## config.mk

```make
export PLATFORM = sky130hd
export DESIGN_NAME = rds_sync_flywheel
export DESIGN_NICKNAME = d
export VERILOG_FILES = /design/src/rtl/rds_fw_pkg.sv /design/src/rtl/rds_fw_classify.sv /design/src/rtl/rds_fw_runcnt.sv /design/src/rtl/rds_fw_state.sv /design/src/rtl/rds_sync_flywheel.sv
export SDC_FILE = /design/constraint.sdc
export NUM_CORES = 1
export LEC_CHECK = 0
export ABC_AREA = 1
export CORE_MARGIN = 2
export CORE_UTILIZATION = 40
export CTS_BUF_LIST = sky130_fd_sc_hd__clkbuf_4
export CTS_CLUSTER_DIAMETER = 80
export CTS_CLUSTER_SIZE = 28
export DETAILED_ROUTE_END_ITERATION = 8
export GPL_TIMING_DRIVEN = 1
export PLACE_DENSITY = 0.68
export SETUP_SLACK_MARGIN = 0.5
export SYNTH_ARGS = -nofsm -noshare
export SYNTH_HDL_FRONTEND = slang
export SYNTH_HIERARCHICAL = 1
export SYNTH_SLANG_ARGS = --single-unit
```

## constraint.sdc

```tcl
create_clock -name clk -period 1.9 [get_ports clk]
set_clock_uncertainty 0.15 [all_clocks]
set_input_delay 0.285 -clock clk [delete_from_list [all_inputs] [get_ports clk]]
set_output_delay 0.285 -clock clk [all_outputs]
set_load 0.05 [all_outputs]
```

## src/rtl/rds_fw_pkg.sv

```systemverilog
package rds_fw_pkg;

  localparam int RUN_W = 5;
  localparam int CODE_W = 3;

  typedef struct packed {
    logic                uncorr_mode;
    logic [CODE_W-1:0]   run_code;
  } prot_cfg_t;

  // Run length for a 3-bit code: linear below 4, doubled above, 16 at the top.
  function automatic logic [RUN_W-1:0] run_limit(input logic [CODE_W-1:0] code);
    logic [RUN_W-1:0] c;
    c = RUN_W'(code);
    if (code[2] == 1'b0)      run_limit = c + RUN_W'(3);
    else if (code == 3'b111)  run_limit = RUN_W'(16);
    else                      run_limit = c << 1;
  endfunction

  // Bad-block criterion selected by the mode bit.
  function automatic logic is_bad(input logic uncorr_mode, input logic seq_ok,
                                  input logic uncorr);
    is_bad = uncorr_mode ? uncorr : ~seq_ok;
  endfunction

endpackage

```

## src/rtl/rds_fw_classify.sv

```systemverilog
module rds_fw_classify
  import rds_fw_pkg::*;
(
  input  logic      stb,
  input  logic      armed,
  input  prot_cfg_t cfg,
  input  logic      seq_ok,
  input  logic      uncorr,
  output logic      bad_evt,
  output logic      good_evt
);
  logic counted;
  logic bad;

  always_comb begin
    counted  = stb & armed;
    bad      = is_bad(cfg.uncorr_mode, seq_ok, uncorr);
    bad_evt  = counted & bad;
    good_evt = counted & ~bad;
  end
endmodule

```

## src/rtl/rds_fw_runcnt.sv

```systemverilog
module rds_fw_runcnt
  import rds_fw_pkg::*;
#(
  parameter int CNT_W = RUN_W
) (
  input  logic             clk,
  input  logic             rst_n,
  input  logic             clr,
  input  logic             bad_evt,
  input  logic             good_evt,
  input  logic [RUN_W-1:0] limit,
  output logic [CNT_W-1:0] cnt,
  output logic             hit
);
  localparam int EXT_W = CNT_W + 1;

  logic [EXT_W-1:0] cnt_inc;
  logic [CNT_W-1:0] cnt_d;

  always_comb begin
    cnt_inc = {1'b0, cnt} + EXT_W'(1);
    hit     = bad_evt & (cnt_inc >= EXT_W'(limit));
    if (clr || hit || good_evt) cnt_d = '0;
    else if (bad_evt)           cnt_d = cnt_inc[CNT_W-1:0];
    else                        cnt_d = cnt;
  end

  always_ff @(posedge clk or negedge rst_n) begin
    if (!rst_n) cnt <= '0;
    else        cnt <= cnt_d;
  end
endmodule

```

## src/rtl/rds_fw_state.sv

```systemverilog
module rds_fw_state (
  input  logic clk,
  input  logic rst_n,
  input  logic acq,
  input  logic hit,
  output logic in_sync,
  output logic loss_pulse
);
  always_ff @(posedge clk or negedge rst_n) begin
    if (!rst_n) begin
      in_sync    <= 1'b0;
      loss_pulse <= 1'b0;
    end else begin
      loss_pulse <= hit & ~acq;
      if (acq)      in_sync <= 1'b1;
      else if (hit) in_sync <= 1'b0;
    end
  end
endmodule

```

## src/rtl/rds_sync_flywheel.sv

```systemverilog
module rds_sync_flywheel
  import rds_fw_pkg::*;
#(
  parameter int         CNT_W     = RUN_W,
  parameter logic [3:0] RESET_CFG = 4'b0010
) (
  input  logic       clk,
  input  logic       rst_n,
  input  logic       cfg_wr,
  input  logic [3:0] cfg_val,
  input  logic       blk_stb,
  input  logic       blk_seq_ok,
  input  logic       blk_uncorr,
  input  logic       sync_acq,
  output logic       in_sync,
  output logic       loss_pulse
);
  // Named internal events, brought out for the checker.
  prot_cfg_t        cfg_q;
  logic [RUN_W-1:0] limit;
  logic             armed;
  logic             bad_evt;
  logic             good_evt;
  logic             hit_evt;
  logic [CNT_W-1:0] cnt_q;

  always_ff @(posedge clk or negedge rst_n) begin
    if (!rst_n)      cfg_q <= prot_cfg_t'(RESET_CFG);
    else if (cfg_wr) cfg_q <= prot_cfg_t'(cfg_val);
  end

  always_comb begin
    limit = run_limit(cfg_q.run_code);
    armed = in_sync & ~sync_acq;
  end

  rds_fw_classify u_classify (
    .stb      (blk_stb),
    .armed    (armed),
    .cfg      (cfg_q),
    .seq_ok   (blk_seq_ok),
    .uncorr   (blk_uncorr),
    .bad_evt  (bad_evt),
    .good_evt (good_evt)
  );

  rds_fw_runcnt #(.CNT_W(CNT_W)) u_runcnt (
    .clk      (clk),
    .rst_n    (rst_n),
    .clr      (sync_acq),
    .bad_evt  (bad_evt),
    .good_evt (good_evt),
    .limit    (limit),
    .cnt      (cnt_q),
    .hit      (hit_evt)
  );

  rds_fw_state u_state (
    .clk        (clk),
    .rst_n      (rst_n),
    .acq        (sync_acq),
    .hit        (hit_evt),
    .in_sync    (in_sync),
    .loss_pulse (loss_pulse)
  );
endmodule

```

# --- Yosys cells after proc, flatten, opt, wreduce, memory -nomap -nowiden ---
# Index checks and enable logic that the tools add are counted.
op_classes:
  addsub: 2
  order_cmp: 1
  n_eq_ne: 1
  muxes: 7
  bitwise_logic: 9
  reduce_logical: 4
ops:
  columns: ["operator", "count"]
  rows:
  - ["5-bit 2-to-1 mux", 4]
  - ["5-bit by 1-bit adder with 6-bit output, second input constant", 1]
  - ["1-bit bitwise AND", 6]
  - ["6-bit by 5-bit >= comparator with 1-bit output", 1]
  - ["3-bit by 2-bit adder with 4-bit output, second input constant", 1]
  - ["2-bit nonzero test", 2]
  - ["3-bit equality test, second input constant", 1]
  - ["1-bit 2-to-1 mux", 3]
  - ["1-bit inverter", 3]
  - ["1-bit logical OR", 2]
totals:
  ff_bits: 11
  input_bits: 11
  out_inout_bits: 2
  wordCells: 29

# --- Logic depth before layout (Yosys ltp) ---
logic_depth:
  ltp_word: 8
  mapped_depth: 14
  mapped_depth_nobuf: 14

# --- Cells and area by module ---
# Netlist, hierarchy kept.
modules_own_cells:
  columns: ["module", "n_inst", "cells_per_inst", "area_per_inst_um2", "seq_area_each_um2"]
  rows:
  - ["rds_fw_runcnt", 1, 56, 429.2, 125.1]
  - ["rds_sync_flywheel", 1, 30, 215.2, 101.3]
  - ["rds_fw_state", 1, 6, 68.8, 50.0]
  - ["rds_fw_classify", 1, 10, 41.3, 0.0]

# --- Worst setup path before layout ---
# OpenSTA, ideal clock, no wires.
synth_timing:
  kind: "reg2reg"
  from: "register cfg_q[1] (netlist name)"
  to: "register u_state.in_sync"
  setup_time_ps: 125
  t_arrival_ps: 1654
  required_time_ps: 1625
  slack_ps: -28
  path_stages_with_launch: 14
  n_path_buf: 0
  period_less_slack_ps: 1928
  path_cell_list: "dfstp_2 ha_1 inv_1 nand2_1 nand2_1 inv_1 ha_1 nand2_1 nand2_1 nand2_1 nand2_1 nand2_2 a21oi_1 o21bai_1"
synth_between:
  elab_chain_cells: 6
  elab_cells_between_ends: 7
  cone_classes: "1 x add/sub; 1 x order compare; 1 x eq/ne; 2 x mux; 1 x bitwise; 1 x reduce/logical"
synth_rtl:
  columns: ["item", "line_no", "text"]
  rows:
  - ["start: declaration", "rds_sync_flywheel.sv:19", "prot_cfg_t cfg_q;"]
  - ["start signal: assignment", "rds_sync_flywheel.sv:28", "if (!rst_n) cfg_q <= prot_cfg_t'(RESET_CFG);"]
  - ["start signal: assignment", "rds_sync_flywheel.sv:29", "else if (cfg_wr) cfg_q <= prot_cfg_t'(cfg_val);"]
  - ["parallel branches: the longest is 2 deep, another holds 3-bit by 2-bit adder with 4-bit output", null, null]
  - ["5-bit 2-to-1 mux *", "rds_fw_pkg.sv:15", "if (code[2] == 1'b0) run_limit = c + RUN_W'(3);"]
  - ["via limit[1]", "rds_sync_flywheel.sv:20", "logic [RUN_W-1:0] limit;"]
  - ["6-bit by 5-bit >= comparator with 1-bit output *", "rds_fw_runcnt.sv:22", "hit = bad_evt & (cnt_inc >= EXT_W'(limit));"]
  - ["1-bit bitwise AND *", "rds_fw_runcnt.sv:22", null]
  - ["via hit_evt", "rds_sync_flywheel.sv:24", "logic hit_evt;"]
  - ["2-bit nonzero test (no source line) *", null, null]
  - ["end signal: assignment", "rds_fw_state.sv:11", "in_sync <= 1'b0;"]
  - ["end signal: assignment", "rds_fw_state.sv:15", "if (acq) in_sync <= 1'b1;"]
  - ["end signal: assignment", "rds_fw_state.sv:16", "else if (hit) in_sync <= 1'b0;"]
  - ["end: declaration", "rds_fw_state.sv:6", "output logic in_sync,"]
# Mark *: on every way through the listed nets, which the timed path passes.
# A chain may end at the register's enable or synchronous reset.

# --- Worst setup path after layout ---
layout_timing:
  from: "register cfg_q[1] (netlist name)"
  to: "register u_runcnt.cnt[0]"
layout_between:
  elab_chain_cells: 8
  elab_cells_between_ends: 10
  cone_classes: "1 x add/sub; 1 x order compare; 1 x eq/ne; 3 x mux; 1 x bitwise; 3 x reduce/logical"
layout_rtl:
  columns: ["item", "line_no", "text"]
  rows:
  - ["parallel branches: the longest is 2 deep, another holds 3-bit by 2-bit adder with 4-bit output", null, null]
  - ["5-bit 2-to-1 mux *", "rds_fw_pkg.sv:15", null]
  - ["via limit[1]", "rds_sync_flywheel.sv:20", null]
  - ["6-bit by 5-bit >= comparator with 1-bit output *", "rds_fw_runcnt.sv:22", null]
  - ["1-bit bitwise AND *", "rds_fw_runcnt.sv:22", null]
  - ["1-bit logical OR * (2 in a row)", "rds_fw_runcnt.sv:23", "if (clr || hit || good_evt) cnt_d = '0;"]
  - ["5-bit 2-to-1 mux / 2-bit nonzero test (equally long branches)", null, null]
  - ["end signal: assignment", "rds_fw_runcnt.sv:30", "else cnt <= cnt_d;"]
  - ["end: declaration", "rds_fw_runcnt.sv:12", "output logic [CNT_W-1:0] cnt,"]
# Marks and branches as above.

==> out/metrics.yaml <==
outcome:
  status: "finished with violations"
  violations: "setup timing"
critical_path:
  r2r_start: "cfg_q[1]$_DFFE_PN1P_"
  criticalPathCategory: "reg2reg"
  reg2regPathDepth: 14
  cp.arrival_ps: 2010
  cp_max_fo: 5
  worstSetupEndpointType: "flop"
  regToRegEndpoint: "u_runcnt/cnt[0]$_DFFE_PN0P_"
  reg2reg_setup_slack_ps: -100
  required_ps: 1910
  cp-start-kind: "flop"
clock_tree:
  cts_num_sinks: 11
  hold_buffers: 0
  cts_tree: "yes"
  cts_buffers: 3
  clk_pin_slew_worst_paths_ps: 70
  cts-root-buf: "clkbuf_4"
  cts_max_level: 1
  insertion_delay_ps: 260
  cts.path.max_buffers: 2
detailed_routing:
  wl_per_cell_um: 9.94
  wl_um: 1450
  num_vias: 670
  drc: 0
  viasPerCell: 4.59
  dr.pass1.iters: 2
  drtAntennaViolNets: 0
  drt-initial-drc-count: 14
logic_synthesis:
  yosysTopAreaCellShare_pct: 33.2
  avgSynthCellArea_um2: 7.40
  syn_area_um2: 754
  ys_ff_latch: 11
  async_reset_ff_share_pct: 100
  synth.largest_area_cell: "dfrtp_1"
  synth_common_cells: "30 x nand2_1, 18 x inv_1, 10 x dfrtp_1"
  yosysUniqueCellTypes: 19
  netlist_top_cells_area: "dfrtp_1 33%, nand2_1 15%, ha_1 12%"
  synth-edff-count: 0
  syn_nets: 120
  synth_cells: 102
  synth_warnings: 6
  synth-seq-area-share_pct: 36.7
  synth_most_common_cell: "nand2_1"
  yosys_most_used_dff: "dfrtp_1"
power:
  cellPowerDensity_mw_per_mm2: 585
  peakVddDrop_mv: 0.371
  p_leak_nw: 0.531
sta:
  tightest_slew_ps: 517
  rsz0062_at_grt: "true"
  fin_crit_ps: 2000
  finalCritPeriodShare_pct: 105
  fmax_mhz: 500
  finalWorstSetupSlack_ps: -98.6
  setup-violations-final: 4
  finalMaxSlewViolations: 0
  slew-limit-headroom_pct: 65.4
  finalHoldViolCount: 0
job:
  drv_cap: 0
grt:
  globalRouteMet3Util_pct: 6.42
  antenna_found_initial: 0
  grt_max_degree: 12
  met2_usage_pct: 24.6
  busiest_layer: "met2"
  grt.overflow.total: 0
  grt_pass1_vias: 615
  grt_pass1_wl_um: 2420
  grt_usage_pct: 15.8
  grt.met1_usage_pct: 18.6
min_path:
  worstHoldPathType: "in2async"
floorplan:
  start_util_pct: 43.2
  core-area_mm2: 0.00175
  std_cell_rows: 15
  ios: 13
  die_width_um: 47.4
  dieArea_mm2: 0.00225
  dieHeight_um: 47.4
finish:
  multi_input_area_um2: 434
  area_delta_synth_final_pct: 31.2
  n_fill_cell: 174
  drive_gt1_share_pct: 24.0
  fin_cells: 146
  register_area_um2: 277
  diodes: 0
  final_net_count: 140
placement:
  numPortBuffers: 12
  dpl.cell_count: 141
  globalplace.congestion: 0.862
  dp_slack_ps: -108
  dp_hpwl_um: 1210
==> repair_timing <==
action,in CTS,in global routing
pin swaps,2,11
resized for setup,3,6
endpoints found under the setup margin,8,8
buffers inserted,0,1
cloned,0,0
==> through the flow <==
| step | hold WS [ps] | TNS (ps) | instance area (µm²) | utilization [%] | power [mW] |
|---|---|---|---|---|---|
| final | 210 | -366 | 990 | 56.7 | 0.579 |
| after floorplan | -161 | 0 | 771 | - | 0.344 |
| after detailed placement | 375 | -239 | 935 | 53.5 | 0.399 |
| after global placement | 370 | -123 | 935 | 53.5 | 0.392 |
| after CTS | 218 | -305 | 966 | 55.3 | 0.574 |
| after global routing | 265 | -1000 | 990 | 56.7 | 0.623 |
==> final cells by class <==
class	count	area share, %
clock buffers	4	3.03
inverters	22	8.34
multi-input cells	69	43.9
flip-flops and latches	11	27.9
well taps	25	3.16
repair buffers	15	13.7
==> critical path: stages, from the launching register on <==
cell and delay (ps):
dfstp_2 550, ha_4 200, inv_2 40, nand2_1 40, nand2_1 70, inv_2 50
ha_4 250, nand2_2 30, nand2_1 50, nand2_1 50, nand2_1 60, nand2_2 90
buf_4 150, nand4_1 60, nand2_1 50
==> layout by cell type (no fill, tap or decap), types with 2 or more instances in the layout <==
master / n
nor2_2: 5
clkbuf_4: 4
nand4_1: 5
nor2_1: 5
inv_2: 6
clkdlybuf4s50_1: 10
inv_1: 16
dfrtp_1: 10
o21ai_0: 5
ha_1: 5
nand2_1: 29
ha_4: 2
nand2_2: 2
nand3_1: 2
buf_4: 4
==> logic make-up (layout without fill, tap and decap cells) <==
kind of cell | after synthesis | in the layout | synth area share, %
AND/OR/NAND/NOR | 50 | 50 | 30.0
flip-flops | 11 | 11 | 36.7
XOR/XNOR | 3 | 3 | 4.48
AO/OA/AOI/OAI | 9 | 9 | 6.30
adder cells (fa/ha/maj) | 7 | 7 | 11.6
buffers and inverters | 22 | 41 | 10.9
==> power breakdown <==
group | internal [mW] | switching (mW) | leakage [nW]
clock | 0.0955 | 0.0764 | 0.0184
sequential | 0.246 | 0.0124 | 0.139
combinational | 0.0706 | 0.0777 | 0.374
total | 0.412 | 0.166 | 0.531
==> flip-flops by register name, summed over array words and instances, names as in the netlist <==
register	flops
u_state/in_sync	1
cfg_q	4
u_state/loss_pulse	1
u_runcnt/cnt	5
==> layer usage <==
| metal | vias up | part of all wire [%] |
|---|---|---|
| met1 | 298 | 42 |
| met3 | 6 | 4.8 |
| met5 | - | 0 |
| met4 | 0 | 2.3 |
| li1 | 351 | - |
| met2 | 15 | 51 |
==> worst max path at each step <==
stage	to	cells after the start	startpoint	slack (ps)
after floorplan	u_state/in_sync$_DFFE_PN0P_	13	cfg_q[1]$_DFFE_PN1P_	2
after global placement	u_state/in_sync$_DFFE_PN0P_	13	cfg_q[1]$_DFFE_PN1P_	-70
after detailed placement	u_state/loss_pulse$_DFF_PN0_	14	cfg_q[1]$_DFFE_PN1P_	-110
after CTS	u_state/loss_pulse$_DFF_PN0_	14	cfg_q[1]$_DFFE_PN1P_	-110
after global routing	u_state/loss_pulse$_DFF_PN0_	14	cfg_q[1]$_DFFE_PN1P_	-210
final	u_runcnt/cnt[0]$_DFFE_PN0P_	14	cfg_q[1]$_DFFE_PN1P_	-100
Note: power is estimated with default switching activity, not from simulation.
